## src/rtl/sram_wseq_pkg.sv

```systemverilog
package sram_wseq_pkg;

    typedef enum logic [2:0] {
        ST_IDLE,
        ST_SETUP,
        ST_STROBE,
        ST_HOLD,
        ST_RECOVER
    } wseq_state_e;

endpackage

```

## src/rtl/sram_wseq_span.sv

```systemverilog
module sram_wseq_span #(
    parameter int T_WP = 3,
    parameter int T_WZ = 2,
    parameter int T_DW = 2,
    parameter int CW   = 4
) (
    input  logic          oe_low,
    output logic [CW-1:0] strobe_len,
    output logic [CW-1:0] drive_from
);
    localparam int LEN_OE_HI = (T_WP > T_DW) ? T_WP : T_DW;
    localparam int LEN_OE_LO = (T_WP > T_WZ + T_DW) ? T_WP : (T_WZ + T_DW);

    always_comb begin
        strobe_len = oe_low ? CW'(LEN_OE_LO) : CW'(LEN_OE_HI);
        drive_from = oe_low ? CW'(T_WZ) : '0;
    end
endmodule

```

## src/rtl/sram_wseq_lane_dec.sv

```systemverilog
module sram_wseq_lane_dec (
    input  logic       is_sem,
    input  logic [1:0] be,
    output logic       ce_n,
    output logic       sem_n,
    output logic       ub_n,
    output logic       lb_n
);
    always_comb begin
        ce_n  = is_sem;
        sem_n = !is_sem;
        ub_n  = is_sem || !be[1];
        lb_n  = is_sem || !be[0];
    end
endmodule

```

## src/rtl/sram_wseq.sv

```systemverilog
module sram_wseq
    import sram_wseq_pkg::*;
#(
    parameter int AW   = 13,
    parameter int DW   = 16,
    parameter int T_AS = 1,
    parameter int T_WP = 3,
    parameter int T_WZ = 2,
    parameter int T_DW = 2,
    parameter int T_DH = 1,
    parameter int T_WR = 2
) (
    input  logic          clk,
    input  logic          rst_n,
    input  logic          req_i,
    input  logic          req_sem_i,
    input  logic [1:0]    req_be_i,
    input  logic          req_oe_low_i,
    input  logic [AW-1:0] req_addr_i,
    input  logic [DW-1:0] req_data_i,
    output logic          done_o,
    output logic [AW-1:0] mem_addr_o,
    output logic [DW-1:0] mem_wdata_o,
    output logic          mem_drive_o,
    output logic          mem_ce_n_o,
    output logic          mem_sem_n_o,
    output logic          mem_ub_n_o,
    output logic          mem_lb_n_o,
    output logic          mem_rw_n_o,
    output logic          mem_oe_n_o
);
    localparam int SUM_T = T_AS + T_WP + T_WZ + T_DW + T_DH + T_WR;
    localparam int CW    = $clog2(SUM_T + 1);

    typedef struct packed {
        wseq_state_e   state;
        logic [CW-1:0] cnt;
        logic [AW-1:0] addr;
        logic [DW-1:0] data;
        logic [1:0]    be;
        logic          sem;
        logic          oel;
        logic          ce_n;
        logic          sem_n;
        logic          ub_n;
        logic          lb_n;
        logic          rw_n;
        logic          oe_n;
        logic          drv;
        logic          done;
    } wseq_reg_t;

    wseq_reg_t r_q, r_d;

    logic [CW-1:0] strobe_len, drive_from;
    logic          lane_ce_n, lane_sem_n, lane_ub_n, lane_lb_n;

    sram_wseq_span #(
        .T_WP(T_WP), .T_WZ(T_WZ), .T_DW(T_DW), .CW(CW)
    ) u_span (
        .oe_low    (r_q.oel),
        .strobe_len(strobe_len),
        .drive_from(drive_from)
    );

    sram_wseq_lane_dec u_lane (
        .is_sem(r_q.sem),
        .be    (r_q.be),
        .ce_n  (lane_ce_n),
        .sem_n (lane_sem_n),
        .ub_n  (lane_ub_n),
        .lb_n  (lane_lb_n)
    );

    always_comb begin
        r_d = r_q;
        unique case (r_q.state)
            ST_IDLE: begin
                if (req_i) begin
                    r_d.addr = req_addr_i;
                    r_d.data = req_data_i;
                    r_d.be   = req_be_i;
                    r_d.sem  = req_sem_i;
                    r_d.oel  = req_oe_low_i;
                    if (!req_sem_i && req_be_i == 2'b00) begin
                        r_d.state = ST_RECOVER;
                        r_d.cnt   = CW'(1);
                    end else begin
                        r_d.state = ST_SETUP;
                        r_d.cnt   = CW'(T_AS);
                    end
                end
            end
            ST_SETUP: begin
                if (r_q.cnt == CW'(1)) begin
                    r_d.state = ST_STROBE;
                    r_d.cnt   = strobe_len;
                end else begin
                    r_d.cnt = r_q.cnt - CW'(1);
                end
            end
            ST_STROBE: begin
                if (r_q.cnt == CW'(1)) begin
                    r_d.state = ST_HOLD;
                    r_d.cnt   = CW'(T_DH);
                end else begin
                    r_d.cnt = r_q.cnt - CW'(1);
                end
            end
            ST_HOLD: begin
                if (r_q.cnt == CW'(1)) begin
                    r_d.state = ST_RECOVER;
                    r_d.cnt   = CW'(T_WR);
                end else begin
                    r_d.cnt = r_q.cnt - CW'(1);
                end
            end
            ST_RECOVER: begin
                if (r_q.cnt == CW'(1)) begin
                    r_d.state = ST_IDLE;
                    r_d.cnt   = '0;
                end else begin
                    r_d.cnt = r_q.cnt - CW'(1);
                end
            end
            default: begin
                r_d.state = ST_IDLE;
                r_d.cnt   = '0;
            end
        endcase

        // Pin values for the coming cycle, derived from the next phase
        r_d.rw_n  = !(r_d.state == ST_SETUP || r_d.state == ST_STROBE);
        r_d.ce_n  = (r_d.state == ST_STROBE) ? lane_ce_n  : 1'b1;
        r_d.sem_n = (r_d.state == ST_STROBE) ? lane_sem_n : 1'b1;
        r_d.ub_n  = (r_d.state == ST_STROBE) ? lane_ub_n  : 1'b1;
        r_d.lb_n  = (r_d.state == ST_STROBE) ? lane_lb_n  : 1'b1;
        r_d.oe_n  = (r_d.state == ST_IDLE) || !r_d.oel;
        r_d.drv   = (r_d.state == ST_HOLD) ||
                    (r_d.state == ST_STROBE && r_d.cnt <= strobe_len - drive_from);
        r_d.done  = (r_d.state == ST_RECOVER) && (r_d.cnt == CW'(1));
    end

    always_ff @(posedge clk or negedge rst_n) begin
        if (!rst_n) begin
            r_q       <= '0;
            r_q.state <= ST_IDLE;
            r_q.ce_n  <= 1'b1;
            r_q.sem_n <= 1'b1;
            r_q.ub_n  <= 1'b1;
            r_q.lb_n  <= 1'b1;
            r_q.rw_n  <= 1'b1;
            r_q.oe_n  <= 1'b1;
        end else begin
            r_q <= r_d;
        end
    end

    assign done_o      = r_q.done;
    assign mem_addr_o  = r_q.addr;
    assign mem_wdata_o = r_q.data;
    assign mem_drive_o = r_q.drv;
    assign mem_ce_n_o  = r_q.ce_n;
    assign mem_sem_n_o = r_q.sem_n;
    assign mem_ub_n_o  = r_q.ub_n;
    assign mem_lb_n_o  = r_q.lb_n;
    assign mem_rw_n_o  = r_q.rw_n;
    assign mem_oe_n_o  = r_q.oe_n;

    logic wr_qual;
    assign wr_qual = !mem_rw_n_o && !mem_ce_n_o && (!mem_ub_n_o || !mem_lb_n_o);


    enable_after_rw_chk: assert property (@(posedge clk) disable iff (!rst_n)
        $fell(mem_rw_n_o) |-> (mem_ce_n_o && mem_sem_n_o));


    addr_hold_chk: assert property (@(posedge clk) disable iff (!rst_n)
        (wr_qual && $past(wr_qual)) |-> $stable(mem_addr_o));


    ce_needs_rw_chk: assert property (@(posedge clk) disable iff (!rst_n)
        !mem_ce_n_o |-> (!mem_rw_n_o && mem_sem_n_o));


    sem_excl_chk: assert property (@(posedge clk) disable iff (!rst_n)
        !mem_sem_n_o |-> (mem_ce_n_o && mem_ub_n_o && mem_lb_n_o && !mem_rw_n_o));


    drive_window_chk: assert property (@(posedge clk) disable iff (!rst_n)
        mem_drive_o |-> (!mem_rw_n_o || (mem_ce_n_o && mem_sem_n_o && mem_ub_n_o && mem_lb_n_o)));


    done_pulse_chk: assert property (@(posedge clk) disable iff (!rst_n)
        done_o |=> !done_o);


    done_idle_pins_chk: assert property (@(posedge clk) disable iff (!rst_n)
        done_o |-> (mem_rw_n_o && mem_ce_n_o && mem_sem_n_o && !mem_drive_o));
endmodule

```

## config.mk

```make
export PLATFORM = sky130hd
export DESIGN_NAME = sram_wseq
export DESIGN_NICKNAME = d
export VERILOG_FILES = /design/src/rtl/sram_wseq_pkg.sv /design/src/rtl/sram_wseq_span.sv /design/src/rtl/sram_wseq_lane_dec.sv /design/src/rtl/sram_wseq.sv
export SDC_FILE = /design/constraint.sdc
export NUM_CORES = 1
export LEC_CHECK = 0
export BUFFER_PORTS_ARGS = -buffer_cell sky130_fd_sc_hd__buf_4
export CAP_MARGIN = 20
export CELL_PAD_IN_SITES_DETAIL_PLACEMENT = 0
export CELL_PAD_IN_SITES_GLOBAL_PLACEMENT = 1
export CORE_ASPECT_RATIO = 2
export CORE_MARGIN = 2
export CORE_UTILIZATION = 37
export CTS_CLUSTER_SIZE = 16
export DETAILED_ROUTE_END_ITERATION = 8
export GPL_TIMING_DRIVEN = 1
export PLACE_DENSITY_LB_ADDON = 0.08
export SLEW_MARGIN = 20
export SYNTH_ARGS = -nofsm -noshare
export SYNTH_HDL_FRONTEND = slang
export SYNTH_HIERARCHICAL = 1
export SYNTH_SLANG_ARGS = --single-unit
export TNS_END_PERCENT = 30
```

## constraint.sdc

```tcl
create_clock -name clk -period 1.95 [get_ports clk]
set_clock_uncertainty 0.2 [all_clocks]
set_input_delay 0.39 -clock clk [delete_from_list [all_inputs] [get_ports clk]]
set_output_delay 0.39 -clock clk [all_outputs]
set_load 0.02 [all_outputs]
```

==> results.cfg <==
[status]
status = finished, violations left
violations = setup timing

[clock_tree]
max-clock-path-buffers = 2
numCtsBuffers = 5
cts_root_buf = clkbuf_16
htree_num_levels = 2
cts.sinks = 48
worstSkewPairLatency_ns = 0.29
clk_pin_slew_ns = 0.06
cts_tree = built

[critical_path]
cp.required_ns = 1.96
critical_path_class = reg2reg
worstPathMaxFanout = 8
timing.rr.end = mem_drive_o
crit_end = mem_drive_o
worst-r2r-cell-count = 7
end_kind = flop
rrSetupSlack_ns = -0.15
crit_path_start = r_q[47]
arrival_ns = 2.11
r2r-start = r_q[47]
startpoint_type = flop

[yosys]
postSynthCellCount = 216
synth_compound_area_share_pct = 5.72
synth-edff-count = 0
yosys.area_share.simple_pct = 8.84
synthFlopType = dfrtp_1
synthArstFlopShare_pct = 100
syn_area_mm2 = 0.00269
synth.avg_cell_area_um2 = 12.5
yosys.area_share.xor_xnor_pct = 1.63
synth_top_family_by_area = multiplexers
synth_warnings = 6
yosys.area_share.adder_pct = 4.93
synth_seq_cells = 48
synth.mux.area_fraction_pct = 18.7
ys_seq_area_share_pct = 44.9
synth_cell_types = 46

[timing]
finalCritPeriodShare_pct = 107
finalSetupViolCount = 3
max-slew-margin-rel_pct = 60.7
fin_ws_ns = -0.146
worst_pin_slew_ns = 0.589
final_max_slew_viol_count = 0
rsz0062_at_grt = yes
setup_tns_ns = -0.199
holdWs_ns = 0.126
fmax_mhz = 477
fin_crit_ns = 2.10
finalHoldViolations = 0

[detailed_routing]
vias = 1744
vias_per_cell = 4.55
wl_mm = 5.09
dr.pass1.iters = 4
drtIter0Drc = 32
ant_nets = 0
drt-wirelength-per-cell_um = 13.3
drc = 0

[power_and_ir_drop]
leakage_nw = 1.72
power_density_mw_per_mm2 = 1890
p_clk_share_pct = 12.8
pwr-share-comb_pct = 59.8
vdd_drop_max_uv = 697
swShare_pct = 37.0
seqPwrFrac_pct = 27.4
p_sw_mw = 2.54
p_int_mw = 4.32

[layout]
design_area_mm2 = 0.00362
largest_register_ff_count = 16
drive_above_1_share_pct = 61.9
area_growth_pct = 34.5
nNetsFinal = 336
n_fill_cell = 673
layout_commonest_cell = buf_4
mostFrequentLayoutCells = buf_4, dfrtp_1, mux2_4
diodes = 0

[die]
ioPinCount = 73
die_w_um = 64.3
die_h_um = 125
rows = 44
fp.coreArea_mm2 = 0.00716
start_util_pct = 37.6
die_area_mm2 = 0.00801

[place]
place_congestion = 0.783
placed_cell_area_mm2 = 0.00333
portBuffers = 72
hpwl_mm = 3.82

[global_route]
grt_max_degree = 49
grt_first_pass_wirelength_mm = 8.57
antenna_found_initial = 0
grt_util_all_layers_pct = 13.7
overflow = 0
grt_pass1_vias = 1773

[hold_path]
hold_path_class = in2reg

[run]
drv_cap = 0
## cells by family (layout without fill, tap and decap cells)
| group | after synthesis | count (layout) |
|---|---|---|
| AND/OR/NAND/NOR | 34 | 34 |
| XOR/XNOR | 5 | 5 |
| other | 1 | 4 |
| multiplexers | 35 | 35 |
| AO/OA/AOI/OAI | 22 | 22 |
| adder cells (fa/ha/maj) | 10 | 10 |
| flip-flops | 48 | 48 |
| buffers and inverters | 61 | 133 |
## cell usage after synthesis, types with 3 or more instances
library cell   n  share of area, %
buf_4         39                11
mux2i_1        3               1.1
a21oi_1        6               1.1
ha_1           9               4.2
buf_6          4               1.7
dfrtp_1       42                39
nor2b_1        4              0.93
dfstp_2        6               5.9
inv_1         17               2.4
o21ai_0        4              0.74
xnor2_1        4               1.3
or3_1          4              0.93
nand2_1        3              0.42
nand2b_1       3              0.70
mux2_4        30                17
nor2_1         3              0.42
## power groups by stage
stage	sequential, mW	clock [mW]	combinational [mW]
after floorplan	1.84	0	2.84
after global placement	1.87	0	3.77
after detailed placement	1.87	0	3.77
after CTS	1.87	0.910	3.89
after global routing	1.96	0.961	4.43
final	1.88	0.878	4.10
## timing repair
item	4_1_cts	5_1_grt
gates resized for setup	7	14
pin swaps	3	3
endpoints found under the setup margin	31	41
hold endpoints to repair	42	0
buffers inserted	3	2
hold buffers	1	0
## metrics by stage
step	worst slack, ns	power, mW	std cells	utilization (%)
after CTS	-0.157	6.68	381	49.4
after detailed placement	-0.191	5.64	369	46.5
after floorplan	-0.0880	4.68	219	-
after global placement	-0.161	5.64	369	46.5
after global routing	-0.276	7.36	383	50.5
final	-0.146	6.85	383	50.5
## cell type report
type / instances / area (um2) / share of cell area, %
well taps: 92 / 115 / 3.18
inverters: 17 / 68.8 / 1.90
clock inverters: 2 / 15.0 / 0.415
repair buffers: 108 / 862 / 23.8
clock buffers: 6 / 139 / 3.84
flip-flops and latches: 48 / 1210 / 33.5
multi-input cells: 110 / 1200 / 33.3
## metal layers
layer / routed length (um) / global-route usage [%] / up-vias
li1: - / - / 845
met1: 2060 / 17.7 / 839
met2: 2630 / 21.8 / 55
met3: 326 / 3.61 / 5
met4: 78 / 4.88 / 0
met5: 0 / 0 / -
## worst max-delay path, cell delays in order, from the launching register on
cell,delay [ns]
dfrtp_2,0.47
or3_4,0.43
nand2_2,0.13
o311ai_4,0.12
ha_1,0.34
a21oi_2,0.12
o21ai_1,0.07
a31oi_1,0.15
## worst min-delay path by stage
stage / from / end / slack, ns / cells after the start
floorplan: rst_n / done_o / -0.11 / 0
global placement: rst_n / r_q[8] / 0.24 / 1
detailed placement: rst_n / r_q[8] / 0.24 / 1
CTS: req_addr_i[12] / mem_addr_o[12] / 0.12 / 2
global route: req_addr_i[8] / mem_addr_o[8] / 0.12 / 2
finish: req_addr_i[8] / mem_addr_o[8] / 0.13 / 2
Power figures use the tool's default switching activity.
